**config.mk**
```make
export PLATFORM = sky130hd
export DESIGN_NAME = fsmd_cpu
export DESIGN_NICKNAME = d
export VERILOG_FILES = /design/src/rtl/fsmd_pkg.sv /design/src/rtl/fsmd_regfile.sv /design/src/rtl/fsmd_alu.sv /design/src/rtl/fsmd_ctrl.sv /design/src/rtl/fsmd_cpu.sv
export SDC_FILE = /design/constraint.sdc
export NUM_CORES = 1
export LEC_CHECK = 0
export BUFFER_PORTS_ARGS = -buffer_cell sky130_fd_sc_hd__buf_2
export CORE_MARGIN = 1.5
export CORE_UTILIZATION = 35
export DETAILED_ROUTE_END_ITERATION = 6
export GPL_TIMING_DRIVEN = 1
export HOLD_SLACK_MARGIN = 0.08
export SLEW_MARGIN = 5
export SYNTH_ARGS = -nofsm -noshare
export SYNTH_HDL_FRONTEND = slang
export SYNTH_SLANG_ARGS = --single-unit
```
**constraint.sdc**
```tcl
create_clock -name clk_i -period 6.95 [get_ports clk_i]
set_input_delay 1.39 -clock clk_i [delete_from_list [all_inputs] [get_ports clk_i]]
set_output_delay 1.39 -clock clk_i [all_outputs]
set_load 0.01 [all_outputs]
```
**src/rtl/fsmd_pkg.sv**
```systemverilog
package fsmd_pkg;

  localparam logic [3:0] OPC_LD  = 4'b0000;
  localparam logic [3:0] OPC_ST  = 4'b0001;
  localparam logic [3:0] OPC_STI = 4'b0010;
  localparam logic [3:0] OPC_IMM = 4'b0011;
  localparam logic [3:0] OPC_ADD = 4'b0100;
  localparam logic [3:0] OPC_SUB = 4'b0101;
  localparam logic [3:0] OPC_JZ  = 4'b0110;

  typedef enum logic [3:0] {
    S_FETCH, S_LOADIR, S_DECODE,
    S_LD, S_LD_W, S_ST, S_STI, S_IMM, S_ADD, S_SUB, S_JZ, S_NOP
  } state_e;

  typedef enum logic [1:0] {
    WSRC_ALU = 2'b00, WSRC_MEM = 2'b01, WSRC_IMM = 2'b10
  } wsrc_e;

  typedef enum logic [1:0] {
    ALU_ADD = 2'b00, ALU_SUB = 2'b01
  } aluop_e;

  typedef enum logic [1:0] {
    ASRC_PC = 2'b00, ASRC_DIR = 2'b01, ASRC_REG = 2'b10
  } asrc_e;

  typedef struct packed {
    logic   ir_ld;
    logic   pc_inc;
    logic   jmp;
    logic   rf_we;
    wsrc_e  wsrc;
    logic   r1_en;
    logic   r2_en;
    aluop_e alu_op;
    asrc_e  asrc;
    logic   wd_r2;
    logic   mem_re;
    logic   mem_we;
  } ctrl_t;

endpackage

```
**src/rtl/fsmd_regfile.sv**
```systemverilog
module fsmd_regfile #(
  parameter int unsigned DW   = 16,
  parameter int unsigned NREG = 16,
  localparam int unsigned RA_W = $clog2(NREG)
) (
  input  logic            clk_i,
  input  logic            rst_ni,
  input  logic [RA_W-1:0] r1_addr_i,
  input  logic            r1_en_i,
  output logic [DW-1:0]   r1_data_o,
  input  logic [RA_W-1:0] r2_addr_i,
  input  logic            r2_en_i,
  output logic [DW-1:0]   r2_data_o,
  input  logic [RA_W-1:0] w_addr_i,
  input  logic            w_en_i,
  input  logic [DW-1:0]   w_data_i,
  input  logic [RA_W-1:0] dbg_addr_i,
  output logic [DW-1:0]   dbg_data_o
);

  logic [DW-1:0] regs_q [NREG];

  always_ff @(posedge clk_i or negedge rst_ni) begin
    if (!rst_ni) begin
      for (int i = 0; i < NREG; i++) regs_q[i] <= '0;
    end else if (w_en_i) begin
      regs_q[w_addr_i] <= w_data_i;
    end
  end

  // disabled read ports drive zero so the ALU sees a neutral operand
  assign r1_data_o  = r1_en_i ? regs_q[r1_addr_i] : '0;
  assign r2_data_o  = r2_en_i ? regs_q[r2_addr_i] : '0;
  assign dbg_data_o = regs_q[dbg_addr_i];

endmodule

```
**src/rtl/fsmd_alu.sv**
```systemverilog
module fsmd_alu #(
  parameter int unsigned DW = 16
) (
  input  fsmd_pkg::aluop_e op_i,
  input  logic [DW-1:0]    a_i,
  input  logic [DW-1:0]    b_i,
  output logic [DW-1:0]    y_o,
  output logic             zero_o
);
  import fsmd_pkg::*;

  always_comb begin
    unique case (op_i)
      ALU_ADD: y_o = a_i + b_i;
      ALU_SUB: y_o = a_i - b_i;
      default: y_o = a_i;
    endcase
  end

  assign zero_o = (y_o == '0);

endmodule

```
**src/rtl/fsmd_ctrl.sv**
```systemverilog
module fsmd_ctrl (
  input  logic             clk_i,
  input  logic             rst_ni,
  input  logic             run_i,
  input  logic [3:0]       opcode_i,
  output fsmd_pkg::state_e state_o,
  output fsmd_pkg::ctrl_t  ctrl_o
);
  import fsmd_pkg::*;

  state_e state_q, state_d;
  ctrl_t  ctrl_raw;

  always_comb begin
    state_d = state_q;
    unique case (state_q)
      S_FETCH:  state_d = S_LOADIR;
      S_LOADIR: state_d = S_DECODE;
      S_DECODE: begin
        unique case (opcode_i)
          OPC_LD:  state_d = S_LD;
          OPC_ST:  state_d = S_ST;
          OPC_STI: state_d = S_STI;
          OPC_IMM: state_d = S_IMM;
          OPC_ADD: state_d = S_ADD;
          OPC_SUB: state_d = S_SUB;
          OPC_JZ:  state_d = S_JZ;
          default: state_d = S_NOP;
        endcase
      end
      S_LD:    state_d = S_LD_W;
      default: state_d = S_FETCH;
    endcase
  end

  always_ff @(posedge clk_i or negedge rst_ni) begin
    if (!rst_ni)    state_q <= S_FETCH;
    else if (run_i) state_q <= state_d;
  end

  always_comb begin
    ctrl_raw        = '0;
    ctrl_raw.wsrc   = WSRC_ALU;
    ctrl_raw.alu_op = ALU_ADD;
    ctrl_raw.asrc   = ASRC_PC;
    unique case (state_q)
      S_FETCH:  ctrl_raw.mem_re = 1'b1;
      S_LOADIR: begin ctrl_raw.ir_ld = 1'b1; ctrl_raw.pc_inc = 1'b1; end
      S_LD:     begin ctrl_raw.mem_re = 1'b1; ctrl_raw.asrc = ASRC_DIR; end
      S_LD_W:   begin ctrl_raw.rf_we = 1'b1; ctrl_raw.wsrc = WSRC_MEM; end
      S_ST: begin
        ctrl_raw.r1_en = 1'b1; ctrl_raw.asrc = ASRC_DIR; ctrl_raw.mem_we = 1'b1;
      end
      S_STI: begin
        ctrl_raw.r1_en = 1'b1; ctrl_raw.r2_en = 1'b1; ctrl_raw.asrc = ASRC_REG;
        ctrl_raw.wd_r2 = 1'b1; ctrl_raw.mem_we = 1'b1;
      end
      S_IMM:    begin ctrl_raw.rf_we = 1'b1; ctrl_raw.wsrc = WSRC_IMM; end
      S_ADD, S_SUB: begin
        ctrl_raw.r1_en  = 1'b1; ctrl_raw.r2_en = 1'b1; ctrl_raw.rf_we = 1'b1;
        ctrl_raw.alu_op = (state_q == S_SUB) ? ALU_SUB : ALU_ADD;
      end
      // rm port off: ALU passes RF[rn] through for the zero test
      S_JZ:     begin ctrl_raw.r1_en = 1'b1; ctrl_raw.jmp = 1'b1; end
      default:  ;
    endcase
  end

  assign state_o = state_q;
  assign ctrl_o  = run_i ? ctrl_raw : '0;

endmodule

```
**src/rtl/fsmd_cpu.sv**
```systemverilog
module fsmd_cpu #(
  parameter int unsigned DW   = 16,
  parameter int unsigned NREG = 16,
  localparam int unsigned RA_W = $clog2(NREG)
) (
  input  logic            clk_i,
  input  logic            rst_ni,
  input  logic            run_i,
  output logic [DW-1:0]   mem_addr_o,
  input  logic [DW-1:0]   mem_rdata_i,
  output logic [DW-1:0]   mem_wdata_o,
  output logic            mem_re_o,
  output logic            mem_we_o,
  input  logic [RA_W-1:0] dbg_sel_i,
  output logic [DW-1:0]   dbg_pc_o,
  output logic [DW-1:0]   dbg_reg_o
);
  import fsmd_pkg::*;

  localparam int unsigned FW = 8;

  state_e        state;
  ctrl_t         ctrl;
  logic [DW-1:0] pc_q, ir_q;
  logic [DW-1:0] rd1, rd2, alu_y, rf_wd, field_zx;
  logic          alu_zero;

  assign field_zx = {{(DW-FW){1'b0}}, ir_q[FW-1:0]};

  fsmd_ctrl u_ctrl (
    .clk_i    (clk_i),
    .rst_ni   (rst_ni),
    .run_i    (run_i),
    .opcode_i (ir_q[15:12]),
    .state_o  (state),
    .ctrl_o   (ctrl)
  );

  fsmd_regfile #(.DW(DW), .NREG(NREG)) u_rf (
    .clk_i      (clk_i),
    .rst_ni     (rst_ni),
    .r1_addr_i  (ir_q[8 +: RA_W]),
    .r1_en_i    (ctrl.r1_en),
    .r1_data_o  (rd1),
    .r2_addr_i  (ir_q[4 +: RA_W]),
    .r2_en_i    (ctrl.r2_en),
    .r2_data_o  (rd2),
    .w_addr_i   (ir_q[8 +: RA_W]),
    .w_en_i     (ctrl.rf_we),
    .w_data_i   (rf_wd),
    .dbg_addr_i (dbg_sel_i),
    .dbg_data_o (dbg_reg_o)
  );

  fsmd_alu #(.DW(DW)) u_alu (
    .op_i   (ctrl.alu_op),
    .a_i    (rd1),
    .b_i    (rd2),
    .y_o    (alu_y),
    .zero_o (alu_zero)
  );

  always_comb begin
    unique case (ctrl.wsrc)
      WSRC_MEM: rf_wd = mem_rdata_i;
      WSRC_IMM: rf_wd = field_zx;
      default:  rf_wd = alu_y;
    endcase
  end

  always_comb begin
    unique case (ctrl.asrc)
      ASRC_DIR: mem_addr_o = field_zx;
      ASRC_REG: mem_addr_o = rd1;
      default:  mem_addr_o = pc_q;
    endcase
  end

  always_ff @(posedge clk_i or negedge rst_ni) begin
    if (!rst_ni) begin
      pc_q <= '0;
      ir_q <= '0;
    end else begin
      if (ctrl.ir_ld) ir_q <= mem_rdata_i;
      if (ctrl.pc_inc)                pc_q <= pc_q + 1'b1;
      else if (ctrl.jmp && alu_zero)  pc_q <= field_zx;
    end
  end

  assign mem_wdata_o = ctrl.wd_r2 ? rd2 : rd1;
  assign mem_re_o    = ctrl.mem_re;
  assign mem_we_o    = ctrl.mem_we;
  assign dbg_pc_o    = pc_q;

endmodule

```
==> summary.txt, run 1 <==
====================================================================================================
Diodes inserted                                                                                    0
Number of clock sinks                                                                            292
Post-CTS Repair Setup Buffers                                                                      0
Finished Cell Area                                                                         21800 µm²
Tcrit/Tclk final                                                                               0.914
Synthesized area divided by synthesized cell count                                          10.3 µm²
Number of DRC markers in iteration 0                                                            1656
Count of unresolved DRC violations after routing                                                   0
Wire length of the first global-routing pass                                                  101 mm
Worst-case clock buffer depth                                                                      3
Total global routing track utilization                                                         0.234
Share of the synthesized area in the top cell type                                             0.374
Synth warn                                                                                         0
M3 GR Usage                                                                                   0.0455
Unrepaired setup endpoints after global routing                                                false
M2 GR Usage                                                                                    0.368
Number of enable flip-flop cells after synthesis                                                   0
I/O pin total                                                                                     89
Die Span X                                                                                    239 µm
Cell with the most instances after synthesis                                            sky130_fd_sc_hd__nand2_1
Data required time of the worst path                                                         7.35 ns
Number of antenna violations at the first check in global routing                                  1
Area of the multi-input gates                                                              11400 µm²
Hold Violations, Final                                                                             0
Site row count                                                                                    86
Vias post-DR                                                                                   16200
Initial Util                                                                                   0.355
Final count of pins violating max slew                                                             0
Wire length after detailed routing                                                           65.5 mm
Worst hold path type                                                                    flop to flop
Peak fanout along the critical path                                                               46
Met1 track demand over resource in global routing                                              0.324
Ratio of cells with drive above 1 in the final layout                                          0.236
Static leakage                                                                            0.00878 µW
Worst slew margin relative to its limit                                                        0.199
Area after detailed placement                                                              20600 µm²
Synthesized instance count                                                                      1906
Clock-pin slew reported for the worst setup and hold paths after clock tree synthesis        0.06 ns
Peak-usage layer in the global routing report                                                   met2
Maximum clock skew at final layout                                                         0.0257 ns
Top cells by area, synth                                                                sky130_fd_sc_hd__dfrtp_1, sky130_fd_sc_hd__mux4_2, sky130_fd_sc_hd__o21ai_0
Clock root buffer                                                                       sky130_fd_sc_hd__clkbuf_16
Post-synthesis sequential area ratio                                                           0.374
Number of global-route vias before repair                                                      15900
Skew-Pair Late Insertion Delay                                                               0.56 ns
Die Span Y                                                                                    239 µm
Number of nets in the synthesized netlist                                                       1951
Crit path capture type                                                                          flop
# nets final                                                                                    1943
Status                                                                                  complete, no violations
Clock tree from TritonCTS                                                                        yes
First-pass iteration count of the detailed router                                                  5
Wirelength per Cell                                                                          24.5 µm
Port-buffer cells                                                                                 88
Number of distinct standard cells referenced by the synthesized netlist                           68
Startpoint Class                                                                                flop
Maximum vdd drop                                                                          0.000239 V
# H-tree levels                                                                                    2
Post-synthesis async set-or-reset flop share                                                    1.00
Pin count of the biggest net entering global routing                                             166
Prevailing post-synth register cell                                                     sky130_fd_sc_hd__dfrtp_1
Worst setup slack after placement                                                           0.300 ns
Crit path max-delay family                                                              compound AO/OA/AOI/OAI gates
Max Clock Freq                                                                               157 MHz
Final setup TNS                                                                                 0 ns
Reg area                                                                                    7320 µm²
Number of buffers and inverters on the critical path                                               1
Cell Pwr Density                                                                          374 nW/µm²
Synthesized area                                                                           19500 µm²
Core Region                                                                                55100 µm²
Max Cap Violations                                                                                 0
Die area                                                                                   57300 µm²
Setup-violating endpoint count in the final report                                                 0
Leading post-synthesis cells by instance count                                          sky130_fd_sc_hd__nand2_1, sky130_fd_sc_hd__o21ai_0, sky130_fd_sc_hd__dfrtp_1, sky130_fd_sc_hd__mux4_2, sky130_fd_sc_hd__clkbuf_1
Half-perimeter wire length after placement                                                   44.4 mm
Fill cell instance count of the final layout                                                    5361
Critical path's largest stage delay                                                          0.93 ns
Dominant cell type by area after synthesis                                              sky130_fd_sc_hd__dfrtp_1
Total global routing overflow                                                                      0
Post-route setup slack                                                                      0.598 ns
CP cell instances                                                                       clkinvlp_4 -> o311ai_1 -> nand3_1 -> a221oi_1 -> nand3_1 -> o31ai_1 -> a22oi_1 -> a21boi_0 -> ha_1 -> and3_1 -> and4_1 -> o211a_1 -> o21ai_0 -> a21oi_1 -> nor2_1 -> xnor3_1 -> a22oi_2 -> o21ai_0
Number of routed nets with antenna violations                                                      0
Flops & latches, synth                                                                           292
Final Wtd Congestion                                                                           0.953
Worst endpoint data arrival time                                                             6.75 ns
Post-route minimum period                                                                    6.35 ns
Inserted Clock Buffers                                                                            35
Area growth syn-to-layout                                                                      11.3%
Via-to-Cell Ratio                                                                               6.07
Fin Hold WS                                                                                 0.525 ns
Slowest cell on the critical path                                                       sky130_fd_sc_hd__dfrtp_4
Slew @ Worst Pin                                                                             1.20 ns
Final core utilization                                                                         0.395
Critical Setup Path Class                                                               flop to flop
====================================================================================================
[cell families (layout without fill, tap and decap cells)]
kind of cell,count (synthesis),in the layout,share of synthesized area
buf+inv,208,225,0.0433
compound gates,469,469,0.140
mux,238,238,0.271
flops,292,292,0.374
fa+ha+maj,22,22,0.0145
xor+xnor,22,22,0.0106
simple gates,655,655,0.147
[flip-flops by register name (all words and copies together) (netlist names)]
register and count:
ir_q 16, u_ctrl.state_o 4, u_rf.regs_q 256, dbg_pc_o 16
[metrics by stage]
stage | power [µW] | cells
floorplan | 5030 | 1906
global placement | 6150 | 2609
detailed placement | 6210 | 2609
CTS | 8130 | 2671
global route | 8600 | 2671
finish | 8150 | 2671
[path summary, 6_finish.rpt]
kind	start	to	slack (ns)	depth (start not counted)
worst max-delay path	ir_q[4]	u_rf.regs_q[63]	0.60	18
worst min-delay path	u_rf.regs_q[13]	u_rf.regs_q[13]	0.52	2
worst max register to register	ir_q[4]	u_rf.regs_q[63]	0.60	18
worst min register to register	u_rf.regs_q[13]	u_rf.regs_q[13]	0.52	2
max in group asynchronous	rst_ni	ir_q[4]	4.66	2
min in group asynchronous	rst_ni	u_rf.regs_q[83]	0.78	1
[layout make-up]
type | instances | area share
repair buffers | 129 | 0.0361
clock buffers | 47 | 0.0470
clock inverters | 15 | 0.00730
flip-flops and latches | 292 | 0.337
multi-input cells | 1406 | 0.524
inverters | 34 | 0.00604
well taps | 748 | 0.0430
[power breakdown]
| part | total [µW] | internal (µW) | switching [µW] |
|---|---|---|---|
| Sequential | 2720 | 2030 | 690 |
| Clock | 1910 | 1120 | 796 |
| Combinational | 3510 | 1500 | 2010 |
| Total | 8150 | 4650 | 3500 |
[worst register-to-register path: cells and delay by family, from the launching register on]
family	cells	cell delay, ns
flops	1	0.93
compound gates	10	3.02
xor+xnor	1	0.37
simple gates	5	0.93
buf+inv	1	0.59
fa+ha+maj	1	0.36
[layer usage]
metal	wire [µm]	part of all wire
met1	27500	0.42
met2	30300	0.46
met3	5580	0.085
met4	2120	0.032
met5	0	0
[placed cells by master (no fill, tap or decap), types with 32 or more instances in the layout]
master                      instances
sky130_fd_sc_hd__mux4_2           232
sky130_fd_sc_hd__nand3_1           32
sky130_fd_sc_hd__buf_4             40
sky130_fd_sc_hd__nor3_1            42
sky130_fd_sc_hd__dfrtp_1          286
sky130_fd_sc_hd__buf_2             86
sky130_fd_sc_hd__nor2_1            72
sky130_fd_sc_hd__nand2_1          401
sky130_fd_sc_hd__clkbuf_16         36
sky130_fd_sc_hd__o21ai_0          311
sky130_fd_sc_hd__inv_1             33
sky130_fd_sc_hd__a21oi_1           37
[timing repair]
action | CTS | global route
endpoints found under the setup margin | 0 | 26
hold buffers | 0 | 0
resized for setup | 0 | 2
No activity file was read; power rests on OpenSTA's default activity.
==> inputs of run 2 (changes only) <==
- CORE_ASPECT_RATIO: not set -> 1.2
==> summary.txt, run 2 (same netlist as run 1, synthesis figures left out) <==
====================================================================================================
Inserted Clock Buffers                                                                            34   -2.9%
Area growth syn-to-layout                                                                      11.4%   about the same
Wire length of the first global-routing pass                                                  100 mm   -1.4%
Via-to-Cell Ratio                                                                               6.12   +0.89%
Cell Pwr Density                                                                          378 nW/µm²   +1.0%
Hold Violations, Final                                                                             0   unchanged
Reg-to-Reg Start                                                                             ir_q[6]
Flip-flop count of the largest register, all copies and words added                              256   unchanged
Worst endpoint data arrival time                                                             6.70 ns   -0.05 ns
Final setup TNS                                                                                 0 ns   unchanged
P_int                                                                                        4770 µW   +2.5%
Number of gates resized after cts                                                                  0   unchanged
Number of clock sinks                                                                            292   unchanged
I/O pin total                                                                                     89   unchanged
Total global routing overflow                                                                      0   unchanged
Slew @ Worst Pin                                                                             1.11 ns   -0.0967 ns
Core Region                                                                                55000 µm²   about the same
Wire length after detailed routing                                                           65.4 mm   about the same
Site row count                                                                                    94   +9.3%
Total global routing track utilization                                                         0.230   -0.00437
Worst Reg-to-Reg Cells                                                                            18   unchanged
Destination of the critical timing path                                                 u_rf.regs_q[191]
Commonest non-fill, non-tap cell in the layout                                          sky130_fd_sc_hd__nand2_1
Critical Setup Path Class                                                               flop to flop
Data required time of the worst path                                                         7.32 ns   -0.03 ns
Die area                                                                                   57300 µm²   about the same
Power after layout                                                                           8230 µW   +1.0%
Commonest cells after routing, fill and taps aside                                      sky130_fd_sc_hd__nand2_1, sky130_fd_sc_hd__o21ai_0, sky130_fd_sc_hd__dfrtp_1
Clock tree from TritonCTS                                                                        yes
Clock root buffer                                                                       sky130_fd_sc_hd__clkbuf_16
# nets final                                                                                    1944   +0.051%
Sequential power share                                                                         0.324   -0.010
Max Cap Violations                                                                                 0   unchanged
Number of DRC markers in iteration 0                                                            1502   -9.3%
Register with the most flip-flops                                                        u_rf.regs_q
CP Launch Point                                                                              ir_q[6]
Final Wtd Congestion                                                                           0.943   -1.0%
Number of antenna violations at the first check in global routing                                  0   -1
Worst-case clock buffer depth                                                                      3   unchanged
Post-CTS Hold Buffers                                                                              0   unchanged
R2R Setup Slk                                                                                0.62 ns   +0.02 ns
Startpoint Class                                                                                flop
Reg2Reg Capture Point                                                                   u_rf.regs_q[191]
Worst hold path type                                                                    flop to flop
Peak fanout along the critical path                                                               63   +37%
Tcrit/Tclk final                                                                               0.910   -0.00345
First-pass iteration count of the detailed router                                                  5   unchanged
# H-tree levels                                                                                    2   unchanged
Post-route minimum period                                                                    6.33 ns   -0.0240 ns
Die Span X                                                                                    219 µm   -8.6%
Final count of pins violating max slew                                                             0   unchanged
Part of the total power dissipated in combinational logic                                      0.435   +0.004
Pin count of the biggest net entering global routing                                             132   -20%
Ratio of cells with drive above 1 in the final layout                                          0.232   -0.00340
Count of unresolved DRC violations after routing                                                   0   unchanged
Max Clock Freq                                                                               158 MHz   +0.38%
Die Span Y                                                                                    262 µm   +9.4%
Vias post-DR                                                                                   16200   -0.21%
Static leakage                                                                            0.00879 µW   +0.13%
Post-CTS Repair Setup Buffers                                                                      0   unchanged
Clock-pin slew reported for the worst setup and hold paths after clock tree synthesis        0.07 ns   about the same
Switching part of the total power                                                              0.421   -0.00814
Skew-Pair Late Insertion Delay                                                               0.53 ns   -0.03 ns
Status                                                                                  complete, no violations
Initial Util                                                                                   0.355   about the same
Wirelength per Cell                                                                          24.8 µm   +1.0%
Sw power                                                                                     3470 µW   -0.87%
Maximum clock skew at final layout                                                         0.0179 ns   -0.00790 ns
Share of power burned in the clock network                                                     0.241   +0.006
Number of routed nets with antenna violations                                                      0   unchanged
Maximum vdd drop                                                                          0.000283 V   +18%
Port-buffer cells                                                                                 88   unchanged
Worst slew margin relative to its limit                                                        0.263   +0.0645
Unrepaired setup endpoints after global routing                                                false
Half-perimeter wire length after placement                                                   45.6 mm   +2.7%
Setup-violating endpoint count in the final report                                                 0   unchanged
Crit path capture type                                                                          flop
Number of global-route vias before repair                                                      15800   -0.40%
====================================================================================================
run 2: area by class of cell:
class	instances	area, µm²
Antenna cell	1	2.50
Clock buffer	45	963
Clock inverter	13	251
Fill cell	5261	33300
Inverter	34	128
Multi-Input combinational cell	1406	11400
Sequential cell	292	7320
Tap cell	720	901
Timing Repair Buffer	131	801
run 2: how the worst min path moves through the flow:
stage | depth (start not counted) | endpoint | startpoint | slack (ns)
6_report | 2 | u_rf.regs_q[236] | u_rf.regs_q[236] | 0.52
5_1_grt | 2 | u_rf.regs_q[107] | u_rf.regs_q[107] | 0.55
4_1_cts | 2 | u_rf.regs_q[236] | u_rf.regs_q[236] | 0.52
3_5_place_dp | 2 | u_rf.regs_q[236] | u_rf.regs_q[236] | 0.51
3_3_place_gp | 2 | u_rf.regs_q[217] | u_rf.regs_q[217] | 0.49
2_1_floorplan | 2 | u_rf.regs_q[150] | u_rf.regs_q[150] | 0.48
run 2: critical path, cell delays in order, from the launching register on:
cell                       delay (ns)
sky130_fd_sc_hd__dfrtp_4         0.92
sky130_fd_sc_hd__mux4_2          0.43
sky130_fd_sc_hd__o311ai_0        0.68
sky130_fd_sc_hd__nand3_1         0.30
sky130_fd_sc_hd__a221oi_1        0.56
sky130_fd_sc_hd__a31oi_1         0.22
sky130_fd_sc_hd__nor2_1          0.24
sky130_fd_sc_hd__nand2_1         0.07
sky130_fd_sc_hd__a21boi_0        0.24
sky130_fd_sc_hd__ha_1            0.25
sky130_fd_sc_hd__and3_1          0.27
sky130_fd_sc_hd__and4_1          0.21
sky130_fd_sc_hd__o211a_1         0.18
sky130_fd_sc_hd__o21ai_0         0.08
sky130_fd_sc_hd__a21oi_1         0.24
sky130_fd_sc_hd__nor2_1          0.07
sky130_fd_sc_hd__xnor3_1         0.38
sky130_fd_sc_hd__a22oi_2         0.57
sky130_fd_sc_hd__o21ai_0         0.19
run 2: per-layer routing:
layer  up-vias  track usage  wire length, µm
met5         -            0                0
met3       141       0.0304             4570
met4         0       0.0963             2670
met1      8207        0.302            26300
met2       781        0.383            31800
li1       7042            -                -
run 2: through the flow:
| step | util | instances | hold slack [ns] | instance area (µm²) | setup slack (ns) |
|---|---|---|---|---|---|
| 2_1_floorplan | - | 1906 | 0.477 | 19500 | 0.823 |
| 3_3_place_gp | 0.373 | 2583 | 0.493 | 20500 | 0.724 |
| 3_5_place_dp | 0.373 | 2583 | 0.509 | 20500 | 0.665 |
| 4_1_cts | 0.395 | 2641 | 0.522 | 21800 | 0.646 |
| 5_1_grt | 0.395 | 2641 | 0.553 | 21800 | 0.139 |
| 6_report | 0.395 | 2642 | 0.520 | 21800 | 0.622 |
run 2: power groups by stage:
stage / clock (µW) / sequential [µW] / combinational (µW)
global route: 2080 / 2730 / 3860
floorplan: 0 / 2290 / 2740
global placement: 0 / 2650 / 3510
CTS: 2020 / 2650 / 3550
detailed placement: 0 / 2680 / 3540
finish: 1990 / 2670 / 3580
